`src/rtl/secded_pkg.sv`:
```
package secded_pkg;

    localparam int DATA_W = 8;

    // smallest K with 2^K - 1 >= M + K
    function automatic int chk_bits_for(input int m);
        int k;
        k = 1;
        while (((1 << k) - 1) < (m + k)) k++;
        return k;
    endfunction

    localparam int CHK_W  = chk_bits_for(DATA_W);
    localparam int CODE_W = DATA_W + CHK_W;
    localparam int WORD_W = CODE_W + 1;
    localparam int PAR_IDX = CODE_W;

    typedef enum logic [1:0] {
        ERR_NONE,
        ERR_DATA,
        ERR_CHECK,
        ERR_DOUBLE
    } err_kind_e;

    function automatic bit is_pow2(input int p);
        return (p != 0) && ((p & (p - 1)) == 0);
    endfunction

    // code position (1-based) of data bit idx (0-based)
    function automatic int data_pos(input int idx);
        int seen;
        int r;
        seen = 0;
        r = 0;
        for (int p = 1; p <= CODE_W; p++) begin
            if (!is_pow2(p)) begin
                if (seen == idx) r = p;
                seen++;
            end
        end
        return r;
    endfunction

endpackage

```
`src/rtl/secded_enc.sv`:
```
module secded_enc
    import secded_pkg::*;
(
    input  logic [DATA_W-1:0] data_i,
    output logic [WORD_W-1:0] word_o
);

    logic [CODE_W-1:0] code;
    logic [CHK_W-1:0]  chk;

    always_comb begin
        chk = '0;
        for (int k = 0; k < CHK_W; k++) begin
            for (int i = 0; i < DATA_W; i++) begin
                if ((data_pos(i) & (1 << k)) != 0) chk[k] = chk[k] ^ data_i[i];
            end
        end
    end

    always_comb begin
        code = '0;
        for (int i = 0; i < DATA_W; i++) code[data_pos(i) - 1] = data_i[i];
        for (int k = 0; k < CHK_W; k++) code[(1 << k) - 1] = chk[k];
    end

    assign word_o = {^code, code};

endmodule

```
`src/rtl/secded_dec.sv`:
```
module secded_dec
    import secded_pkg::*;
(
    input  logic [WORD_W-1:0] word_i,
    output logic [DATA_W-1:0] data_o,
    output err_kind_e         kind_o
);

    logic [DATA_W-1:0] raw;
    logic [CHK_W-1:0]  stored_chk;
    logic [CHK_W-1:0]  fresh_chk;
    logic [CHK_W-1:0]  syn;
    logic              par_odd;

    always_comb begin
        for (int i = 0; i < DATA_W; i++) raw[i] = word_i[data_pos(i) - 1];
        for (int k = 0; k < CHK_W; k++) stored_chk[k] = word_i[(1 << k) - 1];
    end

    always_comb begin
        fresh_chk = '0;
        for (int k = 0; k < CHK_W; k++) begin
            for (int i = 0; i < DATA_W; i++) begin
                if ((data_pos(i) & (1 << k)) != 0) fresh_chk[k] = fresh_chk[k] ^ raw[i];
            end
        end
    end

    assign syn     = stored_chk ^ fresh_chk;
    assign par_odd = ^word_i;

    always_comb begin
        if (syn == '0)
            kind_o = par_odd ? ERR_CHECK : ERR_NONE;
        else if (!par_odd)
            kind_o = ERR_DOUBLE;
        else if (int'(syn) > CODE_W)
            kind_o = ERR_DOUBLE;
        else if (is_pow2(int'(syn)))
            kind_o = ERR_CHECK;
        else
            kind_o = ERR_DATA;
    end

    always_comb begin
        for (int i = 0; i < DATA_W; i++)
            data_o[i] = raw[i] ^ ((kind_o == ERR_DATA) && (int'(syn) == data_pos(i)));
    end

endmodule

```
`src/rtl/secded_codec.sv`:
```
module secded_codec
    import secded_pkg::*;
(
    input  logic              clk,
    input  logic              rst_n,
    input  logic              wr_valid,
    input  logic [DATA_W-1:0] wr_data,
    input  logic              rd_valid,
    input  logic [WORD_W-1:0] rd_word,
    output logic              enc_valid,
    output logic [WORD_W-1:0] enc_word,
    output logic              dec_valid,
    output logic [DATA_W-1:0] dec_data,
    output logic              single_err,
    output logic              check_err,
    output logic              double_err
);

    logic [WORD_W-1:0] enc_c;
    logic [DATA_W-1:0] fix_c;
    err_kind_e         kind_c;
    logic              n_single, n_check, n_double;

    secded_enc u_enc (.data_i(wr_data), .word_o(enc_c));
    secded_dec u_dec (.word_i(rd_word), .data_o(fix_c), .kind_o(kind_c));

    always_comb begin
        unique case (kind_c)
            ERR_NONE:   begin n_single = 1'b0; n_check = 1'b0; n_double = 1'b0; end
            ERR_DATA:   begin n_single = 1'b1; n_check = 1'b0; n_double = 1'b0; end
            ERR_CHECK:  begin n_single = 1'b1; n_check = 1'b1; n_double = 1'b0; end
            ERR_DOUBLE: begin n_single = 1'b0; n_check = 1'b0; n_double = 1'b1; end
            default:    begin n_single = 1'b0; n_check = 1'b0; n_double = 1'b0; end
        endcase
    end

    always_ff @(posedge clk) begin
        if (!rst_n) begin
            enc_valid  <= 1'b0;
            enc_word   <= '0;
            dec_valid  <= 1'b0;
            dec_data   <= '0;
            single_err <= 1'b0;
            check_err  <= 1'b0;
            double_err <= 1'b0;
        end else begin
            enc_valid <= wr_valid;
            dec_valid <= rd_valid;
            if (wr_valid) enc_word <= enc_c;
            if (rd_valid) begin
                dec_data   <= fix_c;
                single_err <= n_single;
                check_err  <= n_check;
                double_err <= n_double;
            end
        end
    end

    p_enc_even_r2: assert property (@(posedge clk) disable iff (!rst_n)
        enc_valid |-> (^enc_word) == 1'b0);

    p_enc_latency_r3: assert property (@(posedge clk) disable iff (!rst_n)
        wr_valid |=> enc_valid);

    p_enc_quiet_r3: assert property (@(posedge clk) disable iff (!rst_n)
        !wr_valid |=> !enc_valid);

    p_dec_latency_r10: assert property (@(posedge clk) disable iff (!rst_n)
        rd_valid |=> dec_valid);

    p_dec_hold_r10: assert property (@(posedge clk) disable iff (!rst_n)
        !rd_valid |=> ($stable(dec_data) && $stable(single_err)
                       && $stable(check_err) && $stable(double_err)));

    p_double_excl_r8: assert property (@(posedge clk) disable iff (!rst_n)
        double_err |-> (!single_err && !check_err));

    p_check_single_r6: assert property (@(posedge clk) disable iff (!rst_n)
        check_err |-> single_err);

endmodule

```
`config.mk`:
```
export PLATFORM = sky130hd
export DESIGN_NAME = secded_codec
export DESIGN_NICKNAME = d
export VERILOG_FILES = /design/src/rtl/secded_pkg.sv /design/src/rtl/secded_enc.sv /design/src/rtl/secded_dec.sv /design/src/rtl/secded_codec.sv
export SDC_FILE = /design/constraint.sdc
export NUM_CORES = 1
export LEC_CHECK = 0
export BUFFER_PORTS_ARGS = -buffer_cell sky130_fd_sc_hd__buf_2
export CELL_PAD_IN_SITES_DETAIL_PLACEMENT = 0
export CELL_PAD_IN_SITES_GLOBAL_PLACEMENT = 2
export CORE_UTILIZATION = 34
export CTS_BUF_LIST = sky130_fd_sc_hd__clkbuf_4 sky130_fd_sc_hd__clkbuf_8
export DETAILED_ROUTE_END_ITERATION = 8
export PLACE_DENSITY = 0.95
export SLEW_MARGIN = 20
export SYNTH_ARGS = -nofsm -noshare
export SYNTH_HDL_FRONTEND = slang
export SYNTH_SLANG_ARGS = --single-unit
```
`constraint.sdc`:
```
create_clock -name clk -period 8 [get_ports clk]
set_input_delay 0.4 -clock clk [delete_from_list [all_inputs] [get_ports clk]]
set_output_delay 0.4 -clock clk [all_outputs]
set_load 0.03 [all_outputs]
```
# ---- Word level (Yosys, flattened, before mapping)
# Cells that the tools add are included.
dict set report word_totals {
  ff_bits 26
  word_cells 85
}
dict set report classes {
  n_mux 8
  n_bitwise 38
  n_eq_ne 11
  reduce_logical 19
  n_lt_le_gt_ge 1
  n_addsub 1
}
# cell count
set ops {}
lappend ops {{$xor A1 B1 Y1} 36}
lappend ops {{$logic_not A32 Y1} 1}
lappend ops {{$eq A4 B4 Y1 const B} 6}
lappend ops {{$reduce_xor A13 Y1} 1}
lappend ops {{$reduce_xor A12 Y1} 1}
lappend ops {{$mux W2} 5}
lappend ops {{$logic_and A1 B1 Y1} 9}
lappend ops {{$eq A4 B3 Y1 const B} 2}
lappend ops {{$pmux W1 S2} 3}
lappend ops {{$reduce_or A3 Y1} 2}
lappend ops {{$and A5 B5 Y5} 1}
lappend ops {{$sub A4 B1 Y5 const B} 1}
lappend ops {{$eq A2 B2 Y1 const B} 2}
lappend ops {{$gt A4 B4 Y1 const B} 1}
lappend ops {{$logic_not A4 Y1} 1}
lappend ops {{$reduce_bool A4 Y1} 1}
lappend ops {{$reduce_or A2 Y1} 2}
lappend ops {{$xor A4 B4 Y4} 1}
lappend ops {{$eq A2 B1 Y1 const B} 1}
lappend ops {{$logic_not A2 Y1} 1}

# ---- Depth between registers and ports, before layout
# Gate-level depths: netlist of run 1.
dict set report logic_depth {
  word_depth 16
  mapped_depth 13
  depth_no_buf 11
}

# ---- Modules after synthesis
# From an unflattened synthesis of run 1, not the netlist that was laid out.
dict set report unflattened {
  cells_unflattened 153
  area_unflattened_um2 1712.9
}
# mod area_each_um2 seq_area_each_um2 cells_each n_inst
set modules_own_cells {}
lappend modules_own_cells {secded_codec 1012.2 520.5 85 1}
lappend modules_own_cells {secded_dec 495.5 0.0 49 1}
lappend modules_own_cells {secded_enc 205.2 0.0 19 1}

# ---- Worst setup path before layout of run 1
# No wires, ideal clock.
dict set report synth_timing {
  kind {input-to-reg}
  from {input port rd_word[8]}
  to {register dec_data[4]}
  path_stages 12
  setup_time_ns 0.131
  arrival_time_ns 2.791
  required_time_ns 7.869
  slack_ns 5.078
  cell_sequence {xnor3_1 -> xnor2_4 -> buf_2 -> o211a_1 -> a211oi_1 -> a311oi_1 -> a31oi_1 -> ha_1 -> or3b_1 -> nor2_1 -> xnor2_1 -> a21oi_1}
}
dict set report synth_between {
  elab_chain_len 15
  elab_cells_between_ends 23
}
# element line
set synth_rtl {}
lappend synth_rtl {{from (decl)} secded_codec.sv:9} ;# input logic [WORD_W-1:0] rd_word,
lappend synth_rtl {{$xor A1 B1 Y1 (3 in a row)} secded_dec.sv:24} ;# if ((data_pos(i) & (1 << k)) != 0) fresh_chk[k] = fresh_chk[k] ^ raw[i];
lappend synth_rtl {{$xor A4 B4 Y4} secded_dec.sv:29} ;# assign syn = stored_chk ^ fresh_chk;
lappend synth_rtl {{$sub A4 B1 Y5} secded_pkg.sv:26} ;# return (p != 0) && ((p & (p - 1)) == 0);
lappend synth_rtl {{$and A5 B5 Y5} secded_pkg.sv:26}
lappend synth_rtl {{$logic_not A32 Y1} secded_pkg.sv:26}
lappend synth_rtl {{$logic_and A1 B1 Y1} secded_pkg.sv:26}
lappend synth_rtl {{$mux W2} secded_dec.sv:39} ;# else if (is_pow2(int'(syn)))
lappend synth_rtl {{$mux W2} secded_dec.sv:37} ;# else if (int'(syn) > CODE_W)
lappend synth_rtl {{$mux W2} secded_dec.sv:35} ;# else if (!par_odd)
lappend synth_rtl {{$mux W2} secded_dec.sv:33} ;# if (syn == '0)
lappend synth_rtl {{$eq A2 B1 Y1} secded_dec.sv:47} ;# data_o[i] = raw[i] ^ ((kind_o == ERR_DATA) && (int'(syn) == data_pos(i)));
lappend synth_rtl {{$logic_and A1 B1 Y1} secded_dec.sv:47}
lappend synth_rtl {{$xor A1 B1 Y1 *} secded_dec.sv:47}
lappend synth_rtl {{to (signal assigned)} secded_codec.sv:51} ;# dec_data <= fix_c;
lappend synth_rtl {{to (decl)} secded_codec.sv:13} ;# output logic [DATA_W-1:0] dec_data,
# Mark *: on every way between the ends. The rest lies on a longest branch, timed or not.
# A chain may end at the register's enable or synchronous reset.

# ---- Worst setup path in the final report of run 1
dict set report layout_timing {
  from {input port rd_word[8]}
  to {register dec_data[6]}
}
dict set report layout_between {
  elab_chain_len 15
  elab_cells_between_ends 23
}
# element line
set layout_rtl {}
lappend layout_rtl {{$xor A1 B1 Y1 (3 in a row)} secded_dec.sv:24}
lappend layout_rtl {{$xor A4 B4 Y4} secded_dec.sv:29}
lappend layout_rtl {{$sub A4 B1 Y5} secded_pkg.sv:26}
lappend layout_rtl {{$and A5 B5 Y5} secded_pkg.sv:26}
lappend layout_rtl {{$logic_not A32 Y1} secded_pkg.sv:26}
lappend layout_rtl {{$logic_and A1 B1 Y1} secded_pkg.sv:26}
lappend layout_rtl {{$mux W2} secded_dec.sv:39}
lappend layout_rtl {{$mux W2} secded_dec.sv:37}
lappend layout_rtl {{$mux W2} secded_dec.sv:35}
lappend layout_rtl {{$mux W2} secded_dec.sv:33}
lappend layout_rtl {{$eq A2 B1 Y1} secded_dec.sv:47}
lappend layout_rtl {{$logic_and A1 B1 Y1 *} secded_dec.sv:47}
lappend layout_rtl {{$xor A1 B1 Y1 *} secded_dec.sv:47}
# Marks and branches as above.

==> out/results.env, run 1 <==
SYNTH_FP_NETS=195
SYNTH_EDF_COUNT=0
SUM_OF_NEGATIVE_SETUP_SLACK_NS=0
MOST-COMMON-LAYOUT-CELLS='50 x sky130_fd_sc_hd__buf_2, 26 x sky130_fd_sc_hd__dfxtp_1, 25 x sky130_fd_sc_hd__xnor2_1, 15 x sky130_fd_sc_hd__nor2b_1, 15 x sky130_fd_sc_hd__mux2i_1'
TIMING.FINAL.CRIT_SHARE=0.367
DRCVIOLATIONCOUNT=3
CP_DATA_REQUIRED_TIME_NS=8.14
CTS.ROOT.BUFFER_CELL='sky130_fd_sc_hd__clkbuf_8'
RSZ0062_AT_GRT='no'
REGTOREGSETUPSLACK_NS=7.36
DIE-AREA_MM2=0.00508
DP.FINAL_HPWL_UM=2540
CTS_REPAIR_RESIZE_COUNT=0
TIMING.CRITICAL_PATH.TO='dec_data[6]$_SDFFE_PN0P_'
INITIAL_ANTENNA_VIOLATION_COUNT=0
CTS.SINK_COUNT=26
SYN-CELL-AREA_MM2=0.00163
WL_PER_CELL_UM=12.2
WORST_HOLD_PATH.NUM_CELLS=3
RELSLEWSLACK=0.695
PLACE.GP.CONGESTION=0.770
WORST_EP_ARRIVAL_TIME_NS=3.08
GLOBAL_ROUTE.OVERFLOW_TOTAL=0
FIRST_PASS_ITERS=6
NET_COUNT_REPORTED_AT_FINISH=242
CLK_PIN_SLEW_WORST_PATHS_NS=0.08
CPPEAKSTAGEDELAY_NS=0.48
STARTING_UTILIZATION_OF_THE_CORE_AREA=0.365
FF2FF_PATH_DEPTH=2
FLOORPLAN.DIE.WIDTH_UM=71.3
FMAXACHIEVABLE_MHz=341
CLK_PATH_BUF_DEPTH=2
WORST-SLEW-PIN-TRANSITION_NS=0.455
LARGEST_FANOUT_ON_THE_CRITICAL_PATH=16
SETUP_CRIT_START='rd_word[8]'
SYNTHFLOPTYPE='sky130_fd_sc_hd__dfxtp_1'
TRITONCTS='done'
CRIT_PATH_START_KIND='input pin'
NETLIST.AREA_LEADER.SHARE=0.319
IR_WORST_VDD_mV=0.0854
ANTENNADIODECOUNT=0
DETAILROUTE.VIA_COUNT=1242
OVERALL_DIE_HEIGHT_UM=71.3
GRT_PASS1_WL_UM=5450
ASYNC_SET_OR_RESET_FLOP_FRACTION_IN_THE_SYNTHESIZED_NETLIST=0
CRITICAL_PATH.ENDPOINT_TYPE='flip-flop'
VIAS_IN_THE_FIRST_GLOBAL_ROUTE=1139
AREAGROWTHSYNTHTOFINISH_PCT=19.9
MOSTFREQUENTLAYOUTCELL='sky130_fd_sc_hd__buf_2'
SYNTH_TOP_CELL_BY_AREA='sky130_fd_sc_hd__dfxtp_1'
CTS_SETUP_BUFFERS=0
FINAL_LAYOUT_SIZE_SUFFIX_GT1_FRAC=0.283
HOLDCRITPATHCLASS='in2reg'
POST_DETAILED_ROUTE_COUNT_OF_ANTENNA_VIOLATING_NETS=0
CTS_MADE_BUFFERS=3
SYN_AREA_PER_CELL_UM2=9.77
REG2REG_FROM='dec_data[2]$_SDFFE_PN0P_'
MAXSLEWVIOLCOUNT=0
OUTCOME='finished, violations left'
SYNTH-SEQ-AREA-SHARE=0.319
YOSYSWARNINGCOUNT=0
NETLIST_INSTANCES=167
FIN_WORST_SKEW_NS=0
WORST_SKEW_PAIR.LATE_LATENCY_NS=0.26
DRT-INITIAL-DRC-COUNT=53
CRIT_CHAIN='buf_2 -> xnor3_1 -> xnor2_4 -> xnor2_1 -> and2_0 -> mux4_2 -> or2_1 -> ha_1 -> or3b_1 -> nor2_1 -> xnor2_1 -> a21oi_1'
TIMING_HOLD_VIOLATIONS_FINAL=0
POSTCTSHOLDBUFS=0
PIN_COUNT_OF_THE_BIGGEST_NET_ENTERING_GLOBAL_ROUTING=27
POST-ROUTE-MIN-PERIOD_NS=2.94
PORT_BUFFER_COUNT=50
CTS_MAX_LEVEL=1
POWER.DENSITY_CELL_AREA_mW_PER_MM2=206
TIMING_WORST_SETUP_PATH_TYPE='in2reg'
CRITPATHSLOWESTCELL='sky130_fd_sc_hd__xnor3_1'
YS_SEQ_ELEMENTS=26
CORE_AREA_MM2=0.00447
DRT-VIAS-PER-INSTANCE=4.70
POWER_LEAKAGE_nW=0.906
PATH_COMMON_CELL='sky130_fd_sc_hd__xnor2_1'
RR_ENDPOINT='dec_data[2]$_SDFFE_PN0P_'
FINAL_COUNT_OF_NEGATIVE_SETUP_SLACK_ENDPOINTS=0
PLACEMENTROWS=24
DETAIL_ROUTE.WIRELENGTH_UM=3230
IOS=51
NETLIST_TOP_CELLS_AREA='sky130_fd_sc_hd__dfxtp_1 32%, sky130_fd_sc_hd__xnor2_1 13%, sky130_fd_sc_hd__mux2i_1 9.2%'
FAILED_CHECKS='DRC'
MAXCAPVIOLCOUNT=0
GRT.TOTAL_USAGE=0.135
FIN_UTIL=0.437
SYNTH.DISTINCT_CELLS=35
cell usage after synthesis (6+ instances only):
| master | number |
|---|---|
| sky130_fd_sc_hd__nand2_1 | 8 |
| sky130_fd_sc_hd__clkbuf_1 | 6 |
| sky130_fd_sc_hd__nor2_1 | 11 |
| sky130_fd_sc_hd__nor2b_1 | 15 |
| sky130_fd_sc_hd__dfxtp_1 | 26 |
| sky130_fd_sc_hd__xnor2_1 | 25 |
| sky130_fd_sc_hd__mux2i_1 | 15 |
| sky130_fd_sc_hd__xor2_1 | 6 |
| sky130_fd_sc_hd__o21ai_0 | 11 |
| sky130_fd_sc_hd__a21oi_1 | 7 |
critical path, delay by kind of cell:
| family | cells | cell delay (ns) |
|---|---|---|
| simple gates | 4 | 0.65 |
| xor+xnor | 4 | 1.14 |
| compound gates | 1 | 0.08 |
| fa+ha+maj | 1 | 0.22 |
| buf+inv | 1 | 0.12 |
| mux | 1 | 0.45 |
logic make-up after synthesis:
group,share of synthesized area
compound gates,0.0974
fa+ha+maj,0.0230
xor+xnor,0.279
buf+inv,0.0215
simple gates,0.147
mux,0.113
flops,0.319
metrics by stage:
stage	area [um2]	hold WS, ns	std cells	setup WS (ns)	power (W)
final	1960	0.429	264	5.06	0.000402
after global routing	1960	0.422	264	4.87	0.000433
after CTS	1960	0.427	264	5.07	0.000408
after detailed placement	1920	0.465	261	4.78	0.000336
after global placement	1920	0.457	261	4.81	0.000338
after floorplan	1630	0.512	167	5.08	0.000294
per-layer routing:
metal / part of all wire / up-vias / global-route usage
met5: 0 / - / 0
met2: 0.46 / 22 / 0.214
li1: - / 653 / -
met3: 0.031 / 2 / 0.0295
met1: 0.51 / 565 / 0.193
met4: 0.0046 / 0 / 0.0200
worst min path at each step:
stage / from / endpoint / slack, ns
final: wr_data[5] / enc_word[9]$_SDFFE_PN0P_ / 0.43
after global routing: wr_data[2] / enc_word[5]$_SDFFE_PN0P_ / 0.42
after CTS: wr_data[2] / enc_word[5]$_SDFFE_PN0P_ / 0.43
after detailed placement: enc_word[3]$_SDFFE_PN0P_ / enc_word[3]$_SDFFE_PN0P_ / 0.47
after global placement: enc_word[3]$_SDFFE_PN0P_ / enc_word[3]$_SDFFE_PN0P_ / 0.46
after floorplan: rst_n / dec_valid$_SDFF_PN0_ / 0.51
area by class of cell:
| cell class | instances | area (um2) |
|---|---|---|
| Tap cell | 52 | 65.1 |
| Fill cell | 462 | 2520 |
| Timing Repair Buffer | 50 | 250 |
| Clock buffer | 3 | 41.3 |
| Inverter | 1 | 3.75 |
| Sequential cell | 26 | 520 |
| Multi-Input combinational cell | 132 | 1080 |
sequential cells by signal (all words and copies together), names as in the netlist:
register and cells:
single_err 1, enc_valid 1, enc_word 13, check_err 1
double_err 1, dec_data 8, dec_valid 1
report_power, final:
part	switching [W]	internal, W
combinational	0.000105	0.0000777
sequential	0.00000601	0.000143
clock	0.0000368	0.0000336
Power figures use the tool's default switching activity.
==> run 2, diff against run 1 <==
--- a/config.mk
+++ b/config.mk
@@ -8,10 +8,10 @@
 export BUFFER_PORTS_ARGS = -buffer_cell sky130_fd_sc_hd__buf_2
 export CELL_PAD_IN_SITES_DETAIL_PLACEMENT = 0
 export CELL_PAD_IN_SITES_GLOBAL_PLACEMENT = 2
-export CORE_UTILIZATION = 34
+export CORE_UTILIZATION = 31
 export CTS_BUF_LIST = sky130_fd_sc_hd__clkbuf_4 sky130_fd_sc_hd__clkbuf_8
 export DETAILED_ROUTE_END_ITERATION = 8
-export PLACE_DENSITY = 0.95
+export PLACE_DENSITY = 0.93
 export SLEW_MARGIN = 20
 export SYNTH_ARGS = -nofsm -noshare
 export SYNTH_HDL_FRONTEND = slang
==> constraint.sdc (replaced) <==
create_clock -name clk -period 2.88 [get_ports clk]
set_input_delay 0.144 -clock clk [delete_from_list [all_inputs] [get_ports clk]]
set_output_delay 0.144 -clock clk [all_outputs]
set_load 0.03 [all_outputs]
==> out/results.env, run 2 (synthesis results as in run 1) <==
OUTCOME='finished clean'
PATH_COMMON_CELL='sky130_fd_sc_hd__xnor2_1'
WORST_EP_ARRIVAL_TIME_NS=2.73
CTS_MADE_BUFFERS=3
CTS_SETUP_BUFFERS=0
PORT_BUFFER_COUNT=50
DRT-VIAS-PER-INSTANCE=4.38
CLK_PATH_BUF_DEPTH=2
STARTING_UTILIZATION_OF_THE_CORE_AREA=0.321
NET_COUNT_REPORTED_AT_FINISH=249
WORST_SKEW_PAIR.LATE_LATENCY_NS=0.26
WORST-SLEW-PIN-TRANSITION_NS=0.410
POST_DETAILED_ROUTE_COUNT_OF_ANTENNA_VIOLATING_NETS=0
HOLD_PATH_STARTPOINT='wr_data[2]'
CTS.ROOT.BUFFER_CELL='sky130_fd_sc_hd__clkbuf_8'
MET1_USAGE=0.172
INITIAL_ANTENNA_VIOLATION_COUNT=0
FINAL_COUNT_OF_NEGATIVE_SETUP_SLACK_ENDPOINTS=0
GLOBAL_ROUTE.OVERFLOW_TOTAL=0
CPPEAKSTAGEDELAY_NS=0.46
GRT_PASS1_WL_UM=5280
DRT-INITIAL-DRC-COUNT=20
PLACEMENTROWS=26
CTS_REPAIR_RESIZE_COUNT=0
CRIT_CHAIN='buf_2 -> xnor3_1 -> xnor2_4 -> xnor2_1 -> and2_0 -> mux4_2 -> or2_1 -> ha_1 -> or3b_1 -> nor2_1 -> xnor2_1 -> a21oi_1'
POWER_LEAKAGE_nW=0.946
LAYOUT.FILLER_CELLS=537
GRT_UTIL_MET2=0.194
CP.BUFFERS_INVERTERS=1
TIMING.FINAL.CRIT_SHARE=0.896
RSZ0062_AT_GRT='no'
REG_TOP3='enc_word: 13 flops, dec_data: 8 flops'
MAXCAPVIOLCOUNT=0
RELSLEWSLACK=0.725
DP.FINAL_HPWL_UM=2620
MOST-COMMON-LAYOUT-CELLS='50 x sky130_fd_sc_hd__buf_2, 26 x sky130_fd_sc_hd__dfxtp_1, 25 x sky130_fd_sc_hd__xnor2_1, 15 x sky130_fd_sc_hd__nor2b_1, 15 x sky130_fd_sc_hd__mux2i_1'
WORST_PATH_DOMINANT_CELL_FAMILY='XOR/XNOR gates'
OVERALL_DIE_HEIGHT_UM=74.5
CRITPATHSLOWESTCELL='sky130_fd_sc_hd__xnor3_1'
FMAXACHIEVABLE_MHz=387
DETAILROUTE.VIA_COUNT=1271
AREAGROWTHSYNTHTOFINISH_PCT=25.4
HOLDCRITPATHCLASS='in2reg'
LARGEST_FANOUT_ON_THE_CRITICAL_PATH=13
DETAIL_ROUTE.WIRELENGTH_UM=3320
TIMING_WORST_SETUP_PATH_TYPE='in2reg'
FF2FF_PATH_DEPTH=2
CRIT_CELLS=12
P_SWITCHING_W=0.000421
CP_DATA_REQUIRED_TIME_NS=3.03
FINAL_LAYOUT_SIZE_SUFFIX_GT1_FRAC=0.309
MAXSLEWVIOLCOUNT=0
TIMING_HOLD_VIOLATIONS_FINAL=0
CRITICAL_PATH.ENDPOINT_TYPE='flip-flop'
CLOCK_POWER_SHARE=0.193
WL_PER_CELL_UM=11.5
POWER.SHARE.COMBINATIONAL=0.457
CTS_MAX_LEVEL=1
DPL.CELL_COUNT=286
FIN_WORST_SKEW_NS=0
SW_FRAC_OF_TOTAL=0.357
DRCVIOLATIONCOUNT=0
VIAS_IN_THE_FIRST_GLOBAL_ROUTE=1143
WORST_HOLD_PATH.NUM_CELLS=3
IR_WORST_VDD_mV=0.225
IOS=51
CELLINTERNALPOWER_W=0.000759
SETUP_CRIT_START='rd_word[8]'
WORST_SLACK_NS=0.299
GRT_MOST_USED_LAYER='met2'
LAYOUTNONFILLERINSTCOUNT=290
SHARE_OF_TOTAL_POWER_IN_SEQUENTIAL_CELLS=0.350
GRT.TOTAL_USAGE=0.123
PIN_COUNT_OF_THE_BIGGEST_NET_ENTERING_GLOBAL_ROUTING=27
CORE_AREA_MM2=0.00507
ANTENNADIODECOUNT=0
POST-ROUTE-MIN-PERIOD_NS=2.58
FLOORPLAN.DIE.WIDTH_UM=74.5
TRITONCTS='done'
CLK_PIN_SLEW_WORST_PATHS_NS=0.08
HOLD-WORST-SLACK_NS=0.170
SUM_OF_NEGATIVE_SETUP_SLACK_NS=0
PLACE.GP.CONGESTION=0.786
LARGEST_REGISTER_FFS=13
REG2REG_FROM='dec_data[1]$_SDFFE_PN0P_'
MOSTFREQUENTLAYOUTCELL='sky130_fd_sc_hd__buf_2'
USE_MET3=0.0298
LARGEST-REGISTER='enc_word'
FIRST_PASS_ITERS=4
POSTCTSHOLDBUFS=0
POWER.DENSITY_CELL_AREA_mW_PER_MM2=577
PRE_CTS_WS_NS=0.00619
CRIT_PATH_START_KIND='input pin'
DIE-AREA_MM2=0.00556
CTS.SINK_COUNT=26
FIN_UTIL=0.403
-- run 2: cell count changes in the layout (fill, tap and decap cells not counted) --
cell	before	now
sky130_fd_sc_hd__clkbuf_8	3	4
sky130_fd_sc_hd__buf_4	0	7
-- run 2: layer usage --
layer	vias to the layer above	routed length [um]
met3	2	103
met1	581	1620
met5	-	0
met4	0	19
met2	19	1580
li1	669	-
-- run 2: worst min-delay path: stages --
cell and delay (ns):
sky130_fd_sc_hd__buf_2 0.09, sky130_fd_sc_hd__mux2i_1 0.06, sky130_fd_sc_hd__nor2b_1 0.10
-- run 2: worst paths after layout --
check                              to  slack, ns
min reg2reg  dec_data[7]$_SDFFE_PN0P_       0.48
max          dec_data[5]$_SDFFE_PN0P_       0.30
max reg2reg  dec_data[1]$_SDFFE_PN0P_       2.25
min          enc_word[5]$_SDFFE_PN0P_       0.17
-- run 2: metrics by stage --
step,cell area (um2),power [W]
2_1_floorplan,1630,0.000817
3_3_place_gp,1990,0.000965
3_5_place_dp,1990,0.000966
4_1_cts,2050,0.00120
5_1_grt,2050,0.00127
6_report,2050,0.00118
-- run 2: area by class of cell --
type | count | area, um2 | share of cell area
tap | 70 | 87.6 | 0.0428
sequential | 26 | 520 | 0.254
clock buffer | 4 | 55.1 | 0.0269
timing repair buffer | 57 | 303 | 0.148
multi-input combinational | 132 | 1080 | 0.526
inverter | 1 | 3.75 | 0.00183
-- run 2: power groups by stage --
stage / Clock [W] / Sequential (W) / Combinational [W]
final: 0.000228 / 0.000414 / 0.000539
after global routing: 0.000257 / 0.000419 / 0.000594
after CTS: 0.000241 / 0.000414 / 0.000547
after detailed placement: 0 / 0.000422 / 0.000544
after global placement: 0 / 0.000421 / 0.000544
after floorplan: 0 / 0.000496 / 0.000321
==> run 3, diff against run 2 <==
--- a/config.mk
+++ b/config.mk
@@ -8,11 +8,12 @@
 export BUFFER_PORTS_ARGS = -buffer_cell sky130_fd_sc_hd__buf_2
 export CELL_PAD_IN_SITES_DETAIL_PLACEMENT = 0
 export CELL_PAD_IN_SITES_GLOBAL_PLACEMENT = 2
-export CORE_UTILIZATION = 31
+export CORE_UTILIZATION = 33
 export CTS_BUF_LIST = sky130_fd_sc_hd__clkbuf_4 sky130_fd_sc_hd__clkbuf_8
 export DETAILED_ROUTE_END_ITERATION = 8
 export PLACE_DENSITY = 0.93
 export SLEW_MARGIN = 20
 export SYNTH_ARGS = -nofsm -noshare
 export SYNTH_HDL_FRONTEND = slang
+export SYNTH_HIERARCHICAL = 1
 export SYNTH_SLANG_ARGS = --single-unit
==> out/results.env, run 3 <==
OUTCOME='finished clean'
PORT_BUFFER_COUNT=50
CTS.SINK_COUNT=26
SYN-CELL-AREA_MM2=0.00171
DRT-VIAS-PER-INSTANCE=4.37
SYNTH_FP_NETS=180
POWER.SHARE.COMBINATIONAL=0.412
LARGEST_FANOUT_ON_THE_CRITICAL_PATH=7
MOSTFREQUENTLAYOUTCELL='sky130_fd_sc_hd__buf_2'
SYNTHFLOPTYPE='sky130_fd_sc_hd__dfxtp_1'
CTS_SETUP_BUFFERS=0
WL_PER_CELL_UM=12.3
PATH_COMMON_CELL='sky130_fd_sc_hd__xnor3_2'
CP_DATA_REQUIRED_TIME_NS=3.10
SYNTH_TOP_CELL_BY_AREA='sky130_fd_sc_hd__dfxtp_1'
GLOBAL_ROUTE.OVERFLOW_TOTAL=0
CLOCK_POWER_SHARE=0.248
TIMING.FINAL.CRIT_SHARE=0.696
DRT-INITIAL-DRC-COUNT=39
CRIT_CHAIN='buf_2 -> xnor3_2 -> xnor3_2 -> nand2b_4 -> o21a_1 -> o22a_1 -> inv_1 -> ha_1 -> nand2_1 -> o211a_1'
CTS.ROOT.BUFFER_CELL='sky130_fd_sc_hd__clkbuf_8'
INITIAL_ANTENNA_VIOLATION_COUNT=0
FINAL_COUNT_OF_NEGATIVE_SETUP_SLACK_ENDPOINTS=0
REG_TOP3='enc_word: 13 flops, dec_data: 8 flops'
RELSLEWSLACK=0.728
DIE-AREA_MM2=0.00548
NET_COUNT_REPORTED_AT_FINISH=220
GRT.TOTAL_USAGE=0.122
NETLIST_INSTANCES=153
SYN_AREA_PER_CELL_UM2=11.2
SYNTH-SEQ-AREA-SHARE=0.304
TIMING_WORST_SETUP_PATH_TYPE='in2reg'
POST_DETAILED_ROUTE_COUNT_OF_ANTENNA_VIOLATING_NETS=0
POST-SYNTH-TOP-COUNT-CELL='sky130_fd_sc_hd__dfxtp_1'
FLOORPLAN.DIE.WIDTH_UM=74.0
LAYOUT.FILLER_CELLS=500
AREAGROWTHSYNTHTOFINISH_PCT=16.3
VIAS_IN_THE_FIRST_GLOBAL_ROUTE=1070
CORE_AREA_MM2=0.00485
WORST_SKEW_PAIR.LATE_LATENCY_NS=0.27
DP.FINAL_HPWL_UM=2440
SYNTH_EDF_COUNT=0
FIN_WORST_SKEW_NS=0
PIN_COUNT_OF_THE_BIGGEST_NET_ENTERING_GLOBAL_ROUTING=27
CLK_PATH_BUF_DEPTH=2
SW_FRAC_OF_TOTAL=0.338
ASYNC_SET_OR_RESET_FLOP_FRACTION_IN_THE_SYNTHESIZED_NETLIST=0
ANTENNADIODECOUNT=0
DRCVIOLATIONCOUNT=0
IOS=51
IR_WORST_VDD_mV=0.209
WORST_EP_ARRIVAL_TIME_NS=2.22
FMAXACHIEVABLE_MHz=499
CTS_REPAIR_RESIZE_COUNT=0
SHARE_OF_TOTAL_POWER_IN_SEQUENTIAL_CELLS=0.340
FINAL_LAYOUT_SIZE_SUFFIX_GT1_FRAC=0.349
SUM_OF_NEGATIVE_SETUP_SLACK_NS=0
TIMING_HOLD_VIOLATIONS_FINAL=0
YS_SEQ_ELEMENTS=26
DETAIL_ROUTE.WIRELENGTH_UM=3180
CRITICAL_PATH.ENDPOINT_TYPE='flip-flop'
TRITONCTS='done'
MAXSLEWVIOLCOUNT=0
DETAILROUTE.VIA_COUNT=1133
PLACEMENTROWS=25
HOLDCRITPATHCLASS='in2reg'
FIRST_PASS_ITERS=4
CTS_MAX_LEVEL=1
CTS_MADE_BUFFERS=3
MAXCAPVIOLCOUNT=0
LARGEST-REGISTER='enc_word'
P_SWITCHING_W=0.000413
CPPEAKSTAGEDELAY_NS=0.45
LARGEST_REGISTER_FFS=13
NETLIST_TOP_CELLS_AREA='sky130_fd_sc_hd__dfxtp_1 30%, sky130_fd_sc_hd__mux2i_1 14%, sky130_fd_sc_hd__nor2b_1 8.8%'
CLK_PIN_SLEW_WORST_PATHS_NS=0.09
POSTCTSHOLDBUFS=0
NETLIST_TOP_CELLS_COUNT='26 x sky130_fd_sc_hd__dfxtp_1, 24 x sky130_fd_sc_hd__mux2i_1, 24 x sky130_fd_sc_hd__nor2b_1'
MOST-COMMON-LAYOUT-CELLS='50 x sky130_fd_sc_hd__buf_2, 26 x sky130_fd_sc_hd__dfxtp_1, 24 x sky130_fd_sc_hd__mux2i_1, 24 x sky130_fd_sc_hd__nor2b_1'
GRT_PASS1_WL_UM=5130
POST-ROUTE-MIN-PERIOD_NS=2.00
NETLIST.AREA_LEADER.SHARE=0.304
STARTING_UTILIZATION_OF_THE_CORE_AREA=0.353
OVERALL_DIE_HEIGHT_UM=74.0
CRIT_PATH_START_KIND='input pin'
POWER.DENSITY_CELL_AREA_mW_PER_MM2=612
YOSYSWARNINGCOUNT=6
POWER_LEAKAGE_nW=0.998
SYNTH.DISTINCT_CELLS=31
PLACE.GP.CONGESTION=0.801
CELLINTERNALPOWER_W=0.000807
HOLD-WORST-SLACK_NS=0.190
RSZ0062_AT_GRT='no'
CRITPATHSLOWESTCELL='sky130_fd_sc_hd__xnor3_2'
WORST-SLEW-PIN-TRANSITION_NS=0.408
run 3: changes by cell type after synthesis, sizes merged, moves of 4 or more:
cell	change
mux2i	+9
a21oi	-6
nor2b	+9
o21ai	-11
xnor2	-17
nand2	-4
nor2	-7
buf	+12
xnor3	+5
xor2	+6
clkbuf	-4
run 3: through the flow:
step / area (um2) / total power (W) / cells / worst slack, ns / utilization
floorplan: 1710 / 0.000832 / 153 / 0.738 / -
global placement: 1920 / 0.000927 / 255 / 0.625 / 0.396
detailed placement: 1920 / 0.000931 / 255 / 0.595 / 0.396
CTS: 1990 / 0.00124 / 259 / 0.875 / 0.411
global route: 1990 / 0.00130 / 259 / 0.734 / 0.411
finish: 1990 / 0.00122 / 259 / 0.876 / 0.411
run 3: metal layers:
layer,part of all wire,global-route usage
met2,0.45,0.194
met5,0,0
met3,0.051,0.0217
met1,0.49,0.169
met4,0.0098,0.0321
run 3: logic make-up after synthesis:
group,count (synthesis),synth area share
mux,24,0.140
simple gates,44,0.170
xor+xnor,35,0.267
flops,26,0.304
compound gates,5,0.0234
buf+inv,17,0.0803
fa+ha+maj,2,0.0146
run 3: worst paths after layout:
check | start | end | slack (ns) | depth (start not counted)
setup / recovery | rd_word[2] | single_err$_SDFFE_PN0P_ | 0.88 | 10
hold / removal | wr_data[7] | enc_word[11]$_SDFFE_PN0P_ | 0.19 | 3
setup reg to reg | enc_word[11]$_SDFFE_PN0P_ | enc_word[11]$_SDFFE_PN0P_ | 2.26 | 2
hold reg to reg | single_err$_SDFFE_PN0P_ | single_err$_SDFFE_PN0P_ | 0.50 | 1
run 3: final cells by class:
| class | instances | area, um2 | area share |
|---|---|---|---|
| multi-input combinational | 110 | 1050 | 0.530 |
| sequential | 26 | 520 | 0.261 |
| inverter | 1 | 3.75 | 0.00188 |
| clock inverter | 1 | 30.0 | 0.0151 |
| clock buffer | 3 | 41.3 | 0.0207 |
| tap | 67 | 83.8 | 0.0421 |
| timing repair buffer | 51 | 258 | 0.129 |
run 3: power groups by stage:
stage / logic (W) / registers, W / clock network [W]
4_1_cts: 0.000509 / 0.000416 / 0.000314
3_5_place_dp: 0.000508 / 0.000424 / 0
3_3_place_gp: 0.000503 / 0.000423 / 0
6_report: 0.000503 / 0.000415 / 0.000302
2_1_floorplan: 0.000335 / 0.000497 / 0
5_1_grt: 0.000553 / 0.000419 / 0.000330
run 3: critical path, delay by kind of cell:
kind	cells	cell delay, ns
adders and majority gates	1	0.22
buffers and inverters	2	0.18
xor gates and xnor gates	2	0.90
AOI/OAI and AO/OA	3	0.52
and+or+nand+nor	2	0.26
